==> src/rtl/alert_status_pkg.sv <==
`timescale 1ns/1ps
package alert_status_pkg;

  localparam int STAT_W   = 8;
  localparam int SEL_W    = 7;
  localparam logic [3:0] DEV_TYPE = 4'b1001;

  localparam int BIT_CHAN  = 7;
  localparam int BIT_LIM   = 6;
  localparam int BIT_ALERT = 3;
  localparam int BIT_AM    = 2;
  localparam int BIT_OE    = 1;
  localparam int BIT_WP    = 0;

  typedef struct packed {
    logic loadPins;
    logic wrCtrl;
    logic clrAlert;
    logic capture;
    logic rdSel;
  } statStrobe_t;

endpackage

==> src/rtl/asr_ctrl.sv <==
`timescale 1ns/1ps
module asr_ctrl
  import alert_status_pkg::*;
#(
  parameter int ADDR_W   = 8,
  parameter int REG_ADDR = 'h0F
) (
  input  logic                 clk,
  input  logic                 rstN,
  input  logic                 a2Pin,
  input  logic                 a1Pin,
  input  logic [SEL_W-1:0]     busSel,
  input  logic [ADDR_W-1:0]    busAddr,
  input  logic                 busWrEn,
  input  logic                 wrAlertBit,
  input  logic                 alertEvt,
  input  logic                 alertActive,
  output statStrobe_t          strb
);

  localparam logic [ADDR_W-1:0] MY_ADDR = ADDR_W'(REG_ADDR);

  logic              pinsPending;
  logic [SEL_W-1:0]  selExpected;
  logic              hit;
  logic              wrHit;

  // Pin sampling occupies the first clock after reset release
  always_ff @(posedge clk or negedge rstN) begin
    if (!rstN) pinsPending <= 1'b1;
    else       pinsPending <= 1'b0;
  end

  assign selExpected = {DEV_TYPE, a2Pin, a1Pin, 1'b0};
  assign hit         = (busSel == selExpected) && (busAddr == MY_ADDR);
  assign wrHit       = hit && busWrEn && !pinsPending;

  always_comb begin
    strb          = '0;
    strb.loadPins = pinsPending;
    strb.wrCtrl   = wrHit;
    strb.clrAlert = wrHit && !wrAlertBit;
    strb.capture  = alertEvt && (!alertActive || strb.clrAlert);
    strb.rdSel    = hit;
  end

  AST_PIN_LOAD_ONCE: assert property (@(posedge clk) disable iff (!rstN)
    strb.loadPins |=> !strb.loadPins);

  AST_NO_WRITE_DURING_LOAD: assert property (@(posedge clk) disable iff (!rstN)
    busWrEn && pinsPending |-> !strb.wrCtrl);

endmodule

==> src/rtl/asr_datapath.sv <==
`timescale 1ns/1ps
module asr_datapath
  import alert_status_pkg::*;
#(
  parameter int NUM_EN = 2
) (
  input  logic               clk,
  input  logic               rstN,
  input  statStrobe_t        strb,
  input  logic [STAT_W-1:0]  wrData,
  input  logic [NUM_EN-1:0]  enPinN,
  input  logic               evtChan,
  input  logic               evtLimit,
  output logic [STAT_W-1:0]  statusValue,
  output logic [STAT_W-1:0]  rdData
);

  logic              chanQ;
  logic              limQ;
  logic              alertQ;
  logic              wpQ;
  logic [NUM_EN-1:0] enQ;
  logic [STAT_W-1:0] rdQ;

  // Enable bits: strap sample first, software override afterwards
  for (genvar g = 0; g < NUM_EN; g++) begin : g_en
    always_ff @(posedge clk or negedge rstN) begin
      if (!rstN)              enQ[g] <= 1'b0;
      else if (strb.loadPins) enQ[g] <= ~enPinN[g];
      else if (strb.wrCtrl)   enQ[g] <= wrData[BIT_OE + g];
    end
  end

  // Alert capture; an event beats a simultaneous clear
  always_ff @(posedge clk or negedge rstN) begin
    if (!rstN) begin
      alertQ <= 1'b0;
      chanQ  <= 1'b0;
      limQ   <= 1'b0;
    end else if (strb.capture) begin
      alertQ <= 1'b1;
      chanQ  <= evtChan;
      limQ   <= evtLimit;
    end else if (strb.clrAlert) begin
      alertQ <= 1'b0;
      chanQ  <= 1'b0;
      limQ   <= 1'b0;
    end
  end

  always_ff @(posedge clk or negedge rstN) begin
    if (!rstN)            wpQ <= 1'b1;
    else if (strb.wrCtrl) wpQ <= wrData[BIT_WP];
  end

  always_comb begin
    statusValue            = '0;
    statusValue[BIT_CHAN]  = chanQ;
    statusValue[BIT_LIM]   = limQ;
    statusValue[BIT_ALERT] = alertQ;
    statusValue[BIT_OE +: NUM_EN] = enQ;
    statusValue[BIT_WP]    = wpQ;
  end

  always_ff @(posedge clk or negedge rstN) begin
    if (!rstN) rdQ <= '0;
    else       rdQ <= strb.rdSel ? statusValue : '0;
  end

  assign rdData = rdQ;

  AST_ALERT_HELD: assert property (@(posedge clk) disable iff (!rstN)
    alertQ && !strb.clrAlert |=> alertQ && $stable(chanQ) && $stable(limQ));

  AST_ALERT_SOURCE: assert property (@(posedge clk) disable iff (!rstN)
    $rose(alertQ) |-> $past(strb.capture));

  AST_CAPTURE_SETS: assert property (@(posedge clk) disable iff (!rstN)
    strb.capture |=> alertQ);

  AST_WP_HELD: assert property (@(posedge clk) disable iff (!rstN)
    wpQ && !strb.wrCtrl |=> wpQ);

endmodule

==> src/rtl/alert_status_reg.sv <==
`timescale 1ns/1ps
module alert_status_reg
  import alert_status_pkg::*;
#(
  parameter int ADDR_W   = 8,
  parameter int REG_ADDR = 'h0F
) (
  input  logic              clk,
  input  logic              rstN,
  input  logic              a2Pin,
  input  logic              a1Pin,
  input  logic [6:0]        busSel,
  input  logic [ADDR_W-1:0] busAddr,
  input  logic              busWrEn,
  input  logic [7:0]        busWrData,
  output logic [7:0]        rdData,
  input  logic              amPinN,
  input  logic              enaPinN,
  input  logic              alertEvt,
  input  logic              alertChan,
  input  logic              alertLimit,
  output logic              alertN,
  output logic              autoMonitorEn,
  output logic              outputEn,
  output logic              otherRegWriteAllowed
);

  localparam int NUM_EN = BIT_AM - BIT_OE + 1;

  statStrobe_t        strb;
  logic [STAT_W-1:0]  statusValue;
  logic [NUM_EN-1:0]  enPinN;

  assign enPinN = {amPinN, enaPinN};

  asr_ctrl #(.ADDR_W(ADDR_W), .REG_ADDR(REG_ADDR)) uCtrl (
    .clk         (clk),
    .rstN        (rstN),
    .a2Pin       (a2Pin),
    .a1Pin       (a1Pin),
    .busSel      (busSel),
    .busAddr     (busAddr),
    .busWrEn     (busWrEn),
    .wrAlertBit  (busWrData[BIT_ALERT]),
    .alertEvt    (alertEvt),
    .alertActive (statusValue[BIT_ALERT]),
    .strb        (strb)
  );

  asr_datapath #(.NUM_EN(NUM_EN)) uData (
    .clk         (clk),
    .rstN        (rstN),
    .strb        (strb),
    .wrData      (busWrData),
    .enPinN      (enPinN),
    .evtChan     (alertChan),
    .evtLimit    (alertLimit),
    .statusValue (statusValue),
    .rdData      (rdData)
  );

  assign alertN               = ~statusValue[BIT_ALERT];
  assign autoMonitorEn        = statusValue[BIT_AM];
  assign outputEn             = statusValue[BIT_OE];
  assign otherRegWriteAllowed = ~statusValue[BIT_WP];

  AST_EVT_REACHES_PIN: assert property (@(posedge clk) disable iff (!rstN)
    alertEvt |=> !alertN);

endmodule

==> config.mk <==
export PLATFORM = sky130hd
export DESIGN_NAME = alert_status_reg
export DESIGN_NICKNAME = d
export VERILOG_FILES = /design/src/rtl/alert_status_pkg.sv /design/src/rtl/asr_ctrl.sv /design/src/rtl/asr_datapath.sv /design/src/rtl/alert_status_reg.sv
export SDC_FILE = /design/constraint.sdc
export NUM_CORES = 1
export LEC_CHECK = 0
export ABC_AREA = 1
export BUFFER_PORTS_ARGS = -buffer_cell sky130_fd_sc_hd__buf_2
export CORE_MARGIN = 2
export CORE_UTILIZATION = 35
export DETAILED_ROUTE_END_ITERATION = 10
export PLACE_DENSITY = 0.64
export SLEW_MARGIN = 5
export SYNTH_ARGS = -nofsm -noshare
export SYNTH_HDL_FRONTEND = slang
export SYNTH_HIERARCHICAL = 1
export SYNTH_SLANG_ARGS = --single-unit
==> constraint.sdc <==
create_clock -name clk -period 1.3 [get_ports clk]
set_input_delay 0.195 -clock clk [delete_from_list [all_inputs] [get_ports clk]]
set_output_delay 0.195 -clock clk [all_outputs]
set_load 0.02 [all_outputs]
---- Yosys cells after proc, flatten, opt, wreduce, memory -nomap -nowiden ----
Index checks and enable logic that the tools add are counted.
cells by class
  order comparisons ....................... 0
  add/subtract/negate cells ............... 0
  equal/unequal tests ..................... 2
  multipliers ............................. 0
  mux-type cells .......................... 9
  divide/modulo/power cells ............... 0
  bitwise operators ....................... 4
  shift-type cells ........................ 0
  reduce and logical (&&, ||, !) cells .... 11
operators with widths
  cell                                                  number
  equality test 8 x 4 -> 1 bit (second input constant)  1
  two-way mux 1 bit                                     8
  two-way mux 8 bit                                     1
  equality test 7 bit                                   1
  logical AND 1 bit                                     5
  NOT 1 bit                                             4
  nonzero test 2 bit                                    2
  zero test 1 bit                                       3
  logical OR 1 bit                                      1
storage, ports and cells
  word-level logic and storage cells ...... 34
  bits in latches ......................... 0
  ROM bits ................................ 0
  flip-flop bits (word level) ............. 15
  RAM bits ................................ 0
  input port bits ......................... 33
  memories ................................ 0
  output and inout bits ................... 12

---- Logic depth before layout (Yosys ltp) ----
Gate-level depths: netlist (run 1).
  word-level depth ........................ 8
  gate-level depth with buffers ........... 13
  mapped depth without buffers ............ 12

---- Modules after synthesis ----
The synthesis (run 1) kept the hierarchy.
modules (own cells, without submodules)
  module            sequential area each (sq um)  instances  area each (sq um)  cells each
  asr_datapath      301.5                         1          513.0              58
  asr_ctrl          26.3                          1          216.5              43
  alert_status_reg  0.0                           1          7.5                2

---- Worst setup path before layout (run 1) ----
Ideal clock, no wire load.
  kind .................................... in2reg
  start point ............................. input busAddr[4]
  end point ............................... register uData.enQ[0], in the netlist uData/statusValue[1]
  stages on the path ...................... 13
  buffers on the path ..................... 1
  setup slack ............................. 0.208 ns
  data arrival time ....................... 0.968 ns
  library setup time ...................... 0.124 ns
  data required time ...................... 1.176 ns
  cell sequence ........................... inv_1 > nand2_1 > nor2_1 > nand2_1 > nor2_2 > nand2_1 > inv_2 > nand2_1 > inv_1 > buf_4 > nor2_1 > nand2_1 > nand3_1
on the way
  word-level cells in the longest chain between the ends .. 5
ends and longest elaborated chain
  what                            RTL line                RTL
  start, declared                 alert_status_reg.sv:13  input logic [ADDR_W-1:0] busAddr,
  equality test 8 x 4 -> 1 bit    asr_ctrl.sv:35          assign hit = (busSel == selExpected) && (busAddr == MY_ADDR);
  logical AND 1 bit               asr_ctrl.sv:35
  named net uCtrl.hit             asr_ctrl.sv:25          logic hit;
  logical AND 1 bit (2 in a row)  asr_ctrl.sv:36          assign wrHit = hit && busWrEn && !pinsPending;
  named net uCtrl.wrHit           asr_ctrl.sv:26          logic wrHit;
  nonzero test 2 bit (no line)    --
  end signal, assigned by index   asr_datapath.sv:29      else if (strb.loadPins) enQ[g] <= ~enPinN[g];
  end signal, assigned by index   asr_datapath.sv:30      else if (strb.wrCtrl) enQ[g] <= wrData[BIT_OE + g];
  end, declared                   asr_datapath.sv:22      logic [NUM_EN-1:0] enQ;
The timed path passes the listed nets, and every way through them passes these cells.
A chain may end at the register's enable or synchronous reset.

---- Worst setup path after layout (run 1) ----
  start point ............................. register uData.wpQ
  end point ............................... output otherRegWriteAllowed
on the way
  word-level cells in the longest chain between the ends .. 1
ends and longest elaborated chain
  what                    RTL line                RTL
  start, declared         asr_datapath.sv:21      logic wpQ;
  start signal, assigned  asr_datapath.sv:53      else if (strb.wrCtrl) wpQ <= wrData[BIT_WP];
  NOT 1 bit               alert_status_reg.sv:65  assign otherRegWriteAllowed = ~statusValue[BIT_WP];
  end, declared           alert_status_reg.sv:25  output logic otherRegWriteAllowed
No other way between the ends.

==> results list, run 1 <==
- Outcome: complete, no violations
* Crit share post-route: 91.54%
- Final Max Slew Viols: 0
* Die extent in y: 48.94 um
- After detailed placement, the design holds a cell count of 159.
- Buffer type at the clock tree root: sky130_fd_sc_hd__clkbuf_4
- Fin crit period: 1190 ps
- Total power draw: 0.9685 mW
* Global Route Usage Sum: 11.96%
* Sum of overflow across all layers after global routing: 0
* Final-stage net count: 171
- Max-cap viol count: 0
* Initial Utilization: 36.40%
- Max Clk Rate: 0.8403 GHz
- Mapped cell area: 706.9 um2
* IO Pins: 45
- Summed over all failing endpoints, the final setup total negative slack is 0 ps.
- The initial antenna violation count is 0.
* Largest net degree at the start of global routing: 14
- CP startpoint kind: flop
- Number of buffers inserted by port buffering: 38
- Area of the core: 1942 um2
* Crit Path Category: flop to output pin
- Via count of the routed design: 633
- Reg clk slew, reported paths: 70 ps
- Hold Path Origin: alertChan
- RSZ-0062 raised after global routing: no
* Launch point of the critical path: uData/wpQ$_DFFE_PN1P_
- Dividing the detail-routed via count by the number of cells gives 3.860.
- Maximum clock skew at final layout: 2.464 ps
- Final Hold Fails: 0
- Total routed wirelength: 1237 um
- TritonCTS built the clock tree.
- Combined area of the multi-input logic cells: 232.7 um2
- Critical Path AT: 1000 ps
- Number of global-route vias before repair: 564
- Of the cells placed in the final design, the portion with a size suffix greater than 1 is 37.23%.
* Clock buffer count from CTS: 3
- The min-delay analysis places its worst path in the category input port to flop.
- H-tree Lvls: 1
- STA classifies the critical path endpoint as an output pin.
* Syn Inst Count: 99
- In this run the worst path has a maximum fanout of 3.
- Global-route wire length before repair: 2208 um
* Required time reported for the critical path endpoint: 1110 ps
* Antenna diode count: 0
- Registers take 327.8 um2.
- At the end of routability-driven placement, the weighted congestion stood at 0.7513.
- For this run, the number of Yosys warnings is 6.
* Area of the die: 2395 um2
- No sink is reached through more buffers than the 2 on the longest clock path.
* Layout filler cell count: 207
- Setup violations remaining at the end of the flow were counted as 0.
* Post-detailed-placement half-perimeter wirelength: 1052 um
- For the worst-skew pair, the clock arrives at the later sink with an insertion delay of 280 ps.
* Post-synthesis area per instance: 7.141 um2
* Clock net sink count: 13
- P&R area growth vs syn: 32.04%
* Detailed Route Iter0 Violations: 8
* Worst ir drop on vdd: 0.0004140 V
- Buffers inserted during post-CTS setup optimization: 0
- Antenna violation net count after detailed routing: 0
* Die Width: 48.94 um
- First drt pass iteration count: 3
- Leak pwr: 0.6467 nW
* Startpoint of the most critical register-to-register path: uCtrl/pinsPending$_DFF_PN1_
- Post-Route Hold Slack: 114.6 ps
- Pwr dens: 1038 nW/um2
- Excluding fillers, the count of instances in the completed layout stands at 164.
- For this run, the share of the core covered by cells in the final layout is 48.07%.
- Dividing the detail-routed wire length by the instance count gives 7.543 um.
- Number of remaining DRC errors: 0
- Row count: 16
-- per-stage QoR --
| stage | cell area [um2] | setup slack [ps] |
|---|---|---|
| final | 933.4 | 110.0 |
| after floorplan | 710.7 | 207.8 |
| after detailed placement | 889.6 | -24.24 |
| after global routing | 933.4 | 13.28 |
| after CTS | 925.9 | 72.43 |
| after global placement | 889.6 | 26.82 |
-- flip-flops by register name, indices dropped and copies added (netlist names) --
name,cells
uCtrl/pinsPending,1
uData/alertQ,1
uData/limQ,1
uData/chanQ,1
uData/statusValue,2
uData/wpQ,1
uData/rdData,6
-- power breakdown --
| group | switching (mW) | internal [mW] |
|---|---|---|
| sequential | 0.0459 | 0.458 |
| combinational | 0.124 | 0.0950 |
| clock | 0.126 | 0.119 |
-- layer usage --
layer	up-vias	GRT usage, %	wire, um
met5	-	0	0
met4	0	8.095	17
met3	2	3.681	91
met2	25	19.18	617
li1	343	-	-
met1	263	13.62	510
-- layout make-up --
type | instances | share of cell area, %
Clock buffer | 4 | 2.815
Inverter | 28 | 11.26
Multi-Input combinational cell | 52 | 24.93
Tap cell | 27 | 3.619
Sequential cell | 13 | 35.12
Timing Repair Buffer | 40 | 22.25
-- path summary, 6_finish.rpt --
path | cells past startpoint | end | slack, ps
worst max-delay path | 2 | otherRegWriteAllowed | 110
worst min-delay path | 3 | uData/chanQ$_DFFE_PN0P_ | 110
worst max register to register | 6 | uData/limQ$_DFFE_PN0P_ | 120
worst min register to register | 2 | uData/rdData[6]$_DFF_PN0_ | 480
max in group asynchronous | 2 | uData/wpQ$_DFFE_PN1P_ | 690
min in group asynchronous | 2 | uData/chanQ$_DFFE_PN0P_ | 330
-- layout by cell type, fill, tap and decap left out, drive strengths merged --
master	instances
conb	3
dlygate4sd3	1
buf	39
nand3	4
dfrtp	11
clkbuf	4
clkinv	1
inv	27
a21oi	2
o21ai	1
nand2	32
nand4	1
nor2	9
dfstp	2
-- repair_timing --
item | 4_1_cts | 5_1_grt
endpoints found under the hold margin | 11 | 0
setup endpoints to repair | 0 | 3
hold buffers | 1 | 0
gates resized for setup | 0 | 1
-- critical path, stage by stage (launching register included) --
cell	delay, ps
sky130_fd_sc_hd__dfstp_2	540
sky130_fd_sc_hd__inv_1	30
sky130_fd_sc_hd__buf_2	140
Power figures use the tool's default switching activity.
==> run 2: changes to the inputs <==
- PLACE_DENSITY: 0.64 -> 0.66
- SYNTH_HIERARCHICAL: 1 -> default
- clock period: 1.3 -> 1.25 ns (I/O delays scaled with it)
==> results list, run 2 <==
- Outcome: complete, no violations
- Based on the critical path, the design can be clocked at up to 0.8461 GHz.
* Area of the die: 2243 um2 (-6.3%)
- Top library cells by usage in the layout, fill and taps aside: sky130_fd_sc_hd__buf_2, sky130_fd_sc_hd__nand2_1, sky130_fd_sc_hd__inv_1
* Sequential cell fraction of total power: 53.7% (+1.6 points)
- Crit-path max cell delay: 520 ps (-20 ps)
- The most common cell in the synthesized netlist is sky130_fd_sc_hd__nand2_1.
- The total area of sequential cells is 327.8 um2 (unchanged).
- The H-tree depth reported by CTS was 1 (unchanged).
- The biggest fanout along the worst timing path is 3 (unchanged).
- The synthesized design contains 13 register bits.
* Resize count post-CTS: 0 (unchanged)
* Reg clk slew, reported paths: 70 ps (about the same)
* Max Root-Sink Buffers: 2 (unchanged)
- The instance count of the mapped netlist was 83 (-16%).
- IO Pins: 45 (unchanged)
- For this run, asynchronously set or reset flops after synthesis account for 100.0%.
* Largest register FFs: 6 (unchanged)
- Final setup slack of the worst path: 68.06 ps (-41.94 ps)
- Mapped cell area: 658.1 um2 (-6.9%)
* Clock buffer count from CTS: 3 (unchanged)
- Post-synthesis share of cell area spent on xor and xnor gates: 1.331%
* Number of global-route vias before repair: 554 (-1.8%)
- Of the available clock period, the critical path in the final layout requires 94.56%.
- For this run, the leading register cell type out of synthesis is sky130_fd_sc_hd__dfrtp_1.
- The non-filler instance count after layout came to 151 (-7.9%).
* Comb power frac: 16.1% (-6.5 points)
* Arithmetic-cell share of the synthesized area counting full adders, half adders and majority gates: 0%
* Combined area of the multi-input logic cells: 262.8 um2 (+13%)
* Crit path buffers/inverters: 2 (unchanged)
- Post-synthesis compound-gate area fraction: 7.605%
- The number of endpoints failing setup at the final stage is 0 (unchanged).
- The number of cells in the design after placement was 146 (-8.2%).
* Max-cap viol count: 0 (unchanged)
- The post-detailed-route via-to-cell ratio is 4.265 (+10%).
- Fraction of the yosys area taken by sequential cells: 49.81%
- Net switching fraction of the power: 25.15% (-5.4 points)
- The post-placement cell area is 872.1 um2 (-2.0%).
- After Yosys synthesis, and, or, nand and nor cells account for 29.28% of the synthesized area.
- The share of synthesized area in the top cell type comes to 41.83%.
* Die extent in y: 47.37 um (-3.2%)
* Register-to-register setup slack: 160 ps (+40 ps)
- Commonest non-fill, non-tap cell in the layout: sky130_fd_sc_hd__buf_2
- The internal power contribution came to 0.6225 mW (-7.4%).
- Combinational family with the most area after synthesis: simple AND/OR/NAND/NOR gates
- Total routed wirelength: 1293 um (+4.5%)
- Sum of overflow across all layers after global routing: 0 (unchanged)
* P&R area growth vs syn: 38.02%
- The initial antenna violation count is 0 (unchanged).
- In this run, synthesis inferred 0 flip-flops with an integrated enable.
- The layout net count came to 160 (-6.4%).
- Antenna diode count: 0 (unchanged)
* Row count: 15 (-1)
* Maximum clock skew at final layout: 1.534 ps (-0.9294 ps)
* Crit Path Category: flop to output pin
- The proportion of power drawn by the clock network is 30.2% (+4.9 points).
- RSZ-0062 raised after global routing: no
- The pre-CTS setup slack came to -24.57 ps (-0.3343 ps).
- Worst min path class: input port to flop
- The leakage dissipation came to 0.5412 nW (-16%).
* Die Width: 47.37 um (-3.2%)
- The power spent charging and discharging nets was 0.2091 mW (-29%).
- Critical Path AT: 990 ps (about the same)
* Final Max Slew Viols: 0 (unchanged)
- The setup TNS was 0 ps (unchanged).
- Fin crit period: 1182 ps
- Number of buffers inserted by port buffering: 38 (unchanged)
- Share of final-layout standard cells stronger than drive strength 1: 38.10% (+0.87 points)
- The global-route usage over all layers was 13.57% (+1.6 points).
* CTS tree: yes
- The mean instance size in the synthesized netlist came to 7.929 um2 (+11%).
- Ranked by total cell area, the synthesized netlist is headed by sky130_fd_sc_hd__dfrtp_1, sky130_fd_sc_hd__nand2_1, sky130_fd_sc_hd__inv_1.
- Post-Route Hold Slack: 140.1 ps (+25.44 ps)
- Clock net sink count: 13 (unchanged)
- Weighted congestion reported at the end of routability-driven placement: 0.7712 (+2.6%)
- Initial Utilization: 37.71% (+1.3 points)
- Layout filler cell count: 177 (-14%)
- The slowest stage of the critical path belongs to the cell sky130_fd_sc_hd__dfstp_2.
* Detailed Route Iter0 Violations: 5 (-3)
* Worst path top cell family by delay: flip-flops
- Post-detailed-placement half-perimeter wirelength: 1102 um (+4.7%)
- Clock tree synthesis selected as its root buffer the cell sky130_fd_sc_hd__clkbuf_4.
* Clock latency on the worst-skew pair: 270 ps (about the same)
- Multiplexer share of the synthesized area: 0%
- The core area came to 1745 um2 (-10%).
* Pwr dens: 915.5 nW/um2 (-12%)
- Required time reported for the critical path endpoint: 1060 ps (-50 ps)
* Layout Cell Area excl Fill: 908.4 um2 (-2.7%)
* Nature of the critical path endpoint: output pin
- Synth cell types: 19
* Yosys warning total: 0 (-6)
* Number of remaining DRC errors: 0 (unchanged)
- Worst ir drop on vdd: 0.0005140 V (+24%)
- The signal on the critical path passes through inv_1 > buf_2.
- Largest net degree at the start of global routing: 14 (unchanged)
- The via count is 644 (+1.7%).
- Commonest cells in the netlist: sky130_fd_sc_hd__nand2_1, sky130_fd_sc_hd__inv_1, sky130_fd_sc_hd__dfrtp_1, sky130_fd_sc_hd__nor2_1
- Leading area contributor after synthesis: sky130_fd_sc_hd__dfrtp_1
* Final Hold Fails: 0 (unchanged)
- STA classifies the critical path startpoint as a flop.
- The wire length of the first global-routing pass is 2104 um (-4.7%).
- The post-route antenna net violation count was 0 (unchanged).
- First drt pass iteration count: 4 (+1)
- DR WL/cell: 8.563 um (+14%)
[run 2: cell types whose count changed in the layout (fill, tap and decap cells not counted), moves of 4 or more]
cell and delta:
sky130_fd_sc_hd__o211ai_1 +4, sky130_fd_sc_hd__nor2_1 +4, sky130_fd_sc_hd__nand2_1 -15, sky130_fd_sc_hd__inv_1 -9
[run 2: per-stage QoR]
stage	power (mW)	util, %
floorplan	0.5212	-
global placement	0.5853	49.96
detailed placement	0.5878	49.96
CTS	0.8509	52.04
global route	0.8961	52.04
finish	0.8316	52.04
[run 2: timing repair]
action,4_1_cts,5_1_grt
hold buffers,1,0
endpoints found under the hold margin,11,0
setup buffers,0,0
[run 2: worst min-delay path, cell delays in order]
cell                      delay (ps)
sky130_fd_sc_hd__buf_2            90
sky130_fd_sc_hd__nor2_1           90
sky130_fd_sc_hd__a21oi_1          40
[run 2: final timing paths]
path,cells after the start,end,startpoint
max in group asynchronous,2,uData.wpQ$_DFFE_PN1P_,rstN
worst max-delay path,2,otherRegWriteAllowed,uData.wpQ$_DFFE_PN1P_
worst min register to register,2,uData.wpQ$_DFFE_PN1P_,uData.wpQ$_DFFE_PN1P_
min in group asynchronous,2,uData.rdData[3]$_DFF_PN0_,rstN
worst min-delay path,3,uData.wpQ$_DFFE_PN1P_,busWrData[0]
worst max register to register,5,uData.chanQ$_DFFE_PN0P_,uCtrl.pinsPending$_DFF_PN1_
[run 2: kinds of logic after synthesis]
group / Yosys count
and+or+nand+nor: 42
buffers and inverters: 18
DFF: 13
AOI/OAI and AO/OA: 8
xor gates and xnor gates: 1
other: 1
[run 2: power groups by stage]
stage               sequential [mW]  combinational (mW)  clock (mW)
finish                        0.447               0.134       0.251
detailed placement            0.455               0.133           0
floorplan                     0.463              0.0586           0
CTS                           0.447               0.135       0.269
global route                  0.450               0.155       0.292
global placement              0.455               0.131           0
[run 2: layout make-up]
class                      instances  area share (%)
tap                               25           3.444
multi-input combinational         54           28.93
clock buffer                       4           2.893
inverter                          16           6.612
timing repair buffer              39           22.04
sequential                        13           36.09
[run 2: routing by layer]
layer  GRT usage, %  wire [um]  up-vias
met5              0          0        -
met2          21.89        620       22
met3          5.769         79        0
li1               -          -      339
met4          6.111          0        0
met1          15.53        592      283
==> run 3: changes to the inputs <==
- SETUP_SLACK_MARGIN: default -> 0.3
- clock period: 1.25 -> 1.3 ns (I/O delays scaled with it)
==> results list, run 3 (same netlist as run 2, synthesis figures left out) <==
* Peak fanout along the critical path: 2 (-1)
* Buffer type at the clock tree root: sky130_fd_sc_hd__clkbuf_4
* Sum of overflow across all layers after global routing: 0 (unchanged)
* DR WL/cell: 9.925 um (+16%)
- Commonest non-fill, non-tap cell in the layout: sky130_fd_sc_hd__buf_2
* Area of the core: 1745 um2 (unchanged)
- The maximum root-to-sink buffer count is 2 (unchanged).
- STA classifies the critical path startpoint as a flop.
- Launch point of the critical path: uData.wpQ$_DFFE_PN1P_
* Max Clk Rate: 0.8692 GHz
- Via count of the routed design: 696 (+8.1%)
* Row count: 15 (unchanged)
- Fin crit period: 1151 ps
- Final-stage net count: 169 (+5.6%)
- The worst hold path belongs to the class input port to flop.
* Final Hold Fails: 0 (unchanged)
* Die Width: 47.37 um (unchanged)
- Setup repair after global routing could not meet its margin everywhere.
* Leak pwr: 0.5961 nW (+10%)
- The number of max-cap violations was 0 (unchanged).
- Number of global-route vias before repair: 638 (+15%)
* Register-to-register setup slack: 310 ps (+150 ps)
* Die extent in y: 47.37 um (unchanged)
* Hold Path Origin: alertLimit
* Inst Count DP: 146 (unchanged)
- The count of inserted antenna diode cells was 0 (unchanged).
* H-tree Lvls: 1 (unchanged)
* Antenna violation net count after detailed routing: 0 (unchanged)
- The data required time at the worst endpoint was 1110 ps (+50 ps).
- Weighted congestion reported at the end of routability-driven placement: 0.7978 (+3.4%)
- Top library cells by usage in the layout, fill and taps aside: sky130_fd_sc_hd__buf_2, sky130_fd_sc_hd__inv_1, sky130_fd_sc_hd__buf_6
* CTS tree: yes
- The hold path depth was 3 (unchanged).
* P&R area growth vs syn: 74.14%
- The total I/O pin count is 45 (unchanged).
- The setup TNS was 0 ps (unchanged).
- Worst ir drop on vdd: 0.0005146 V (+0.12%)
- The non-filler instance count after layout is 160 (+6.0%).
* Vias per Instance: 4.350 (+2.0%)
* Outcome: complete, no violations
- Number of remaining DRC errors: 0 (unchanged)
* Crit Path Category: flop to output pin
* Final-report setup violation count: 0 (unchanged)
- Maximum clock skew at final layout: 4.344 ps (+2.809 ps)
- The floorplan die area was 2243 um2 (unchanged).
* Post-detailed-placement half-perimeter wirelength: 1154 um (+4.7%)
* Global-route wire length before repair: 2435 um (+16%)
- Cells along the critical path: inv_2 > buf_6
- The fill cell instance count of the final layout is 141 (-20%).
- Pwr dens: 744.4 nW/um2 (-19%)
- The logic depth of the worst register-to-register path came to 5 (unchanged).
- The worst register-to-register path ends at uData.chanQ$_DFFE_PN0P_.
* Startpoint of the most critical register-to-register path: uCtrl.pinsPending$_DFF_PN1_
- The source-to-sink clock delay at the later pin of the worst-skew pair is 270 ps (about the same).
- The pin count of the biggest net entering global routing came to 14 (unchanged).
- Capture endpoint of the worst hold path: uData.limQ$_DFFE_PN0P_
* Crit-path max cell delay: 530 ps (about the same)
- The wire length reported by the detailed router came to 1588 um (+23%).
- The fraction of layout instances using a drive strength above 1 is 57.78% (+20 points).
- Clock buffer count from CTS: 3 (unchanged)
- STA classifies the critical path endpoint as an output pin.
- Reg clk slew, reported paths: 80 ps (about the same)
* Critical Path AT: 960 ps (-30 ps)
- First drt pass iteration count: 4 (unchanged)
* Crit share post-route: 88.50%
* Cell at the slowest stage of the critical path: sky130_fd_sc_hd__dfstp_2
- Detailed Route Iter0 Violations: 11 (+6)
- Number of buffers inserted by port buffering: 38 (unchanged)
- The count of pins over their slew limit was 0 (unchanged).
- The number of sinks driven by the clock tree is 13 (unchanged).
* Largest register FFs: 6 (unchanged)
* Number of antenna violations at the first check in global routing: 0 (unchanged)
* Global Route Usage Sum: 15.76% (+2.2 points)
- Initial Utilization: 37.71% (unchanged)
run 3: changes by cell type in the layout (fill, tap and decap cells not counted), sizes merged:
cell	change
buf	+9
run 3: how the worst max path moves through the flow:
stage               slack (ps)  cells after the start                   endpoint
floorplan                  300                      8     uData.limQ$_DFFE_PN0P_
CTS                        130                      2       otherRegWriteAllowed
global route               110                      2       otherRegWriteAllowed
global placement            20                      5  uData.rdData[2]$_DFF_PN0_
finish                     150                      2       otherRegWriteAllowed
detailed placement          20                      5  uData.rdData[3]$_DFF_PN0_
run 3: per-stage QoR:
stage / power (mW) / setup slack [ps] / cell area (um2) / hold slack (ps) / utilization [%]
after floorplan: 0.5021 / 303.6 / 673.1 / -100.6 / -
after global placement: 0.5652 / 22.68 / 879.6 / 87.27 / 50.39
after detailed placement: 0.5695 / 21.28 / 879.6 / 95.24 / 50.39
after CTS: 0.8444 / 131.9 / 993.5 / 137.7 / 56.92
after global routing: 0.9109 / 105.7 / 1146 / 155.0 / 65.66
final: 0.8531 / 149.5 / 1146 / 156.1 / 65.66
run 3: where the power goes:
part           switching (mW)  internal (mW)  total [mW]
Sequential             0.0104          0.421       0.431
Clock                   0.124          0.119       0.243
Combinational          0.0937         0.0849       0.179
run 3: cell type report:
class / instances / area [um2] / area share, %
Multi-Input combinational cell: 54 / 360.3 / 31.44
Timing Repair Buffer: 48 / 340.3 / 29.69
Sequential cell: 13 / 327.8 / 28.60
Tap cell: 25 / 31.28 / 2.729
Inverter: 16 / 60.06 / 5.240
Clock buffer: 4 / 26.28 / 2.293
run 3: layer usage:
| layer | track usage [%] | up-vias | part of all wire, % | routed length, um |
|---|---|---|---|---|
| met2 | 29.73 | 20 | 53 | 835 |
| li1 | - | 361 | - | - |
| met3 | 3.462 | 0 | 5.0 | 79 |
| met4 | 6.667 | 0 | 0 | 0 |
| met1 | 16.47 | 315 | 42 | 673 |
| met5 | 0 | - | 0 | 0 |
run 3: worst max-delay path, delay by kind of cell (launching register included):
family	cells	cell delay, ps
buffers and inverters	2	160
DFF	1	530
run 3: what timing repair did:
action,CTS,global route
gates resized for setup,13,36
setup endpoints to repair,7,22
pin swaps,2,10
hold endpoints to repair,11,0
buffers inserted,5,4
hold buffers,1,0
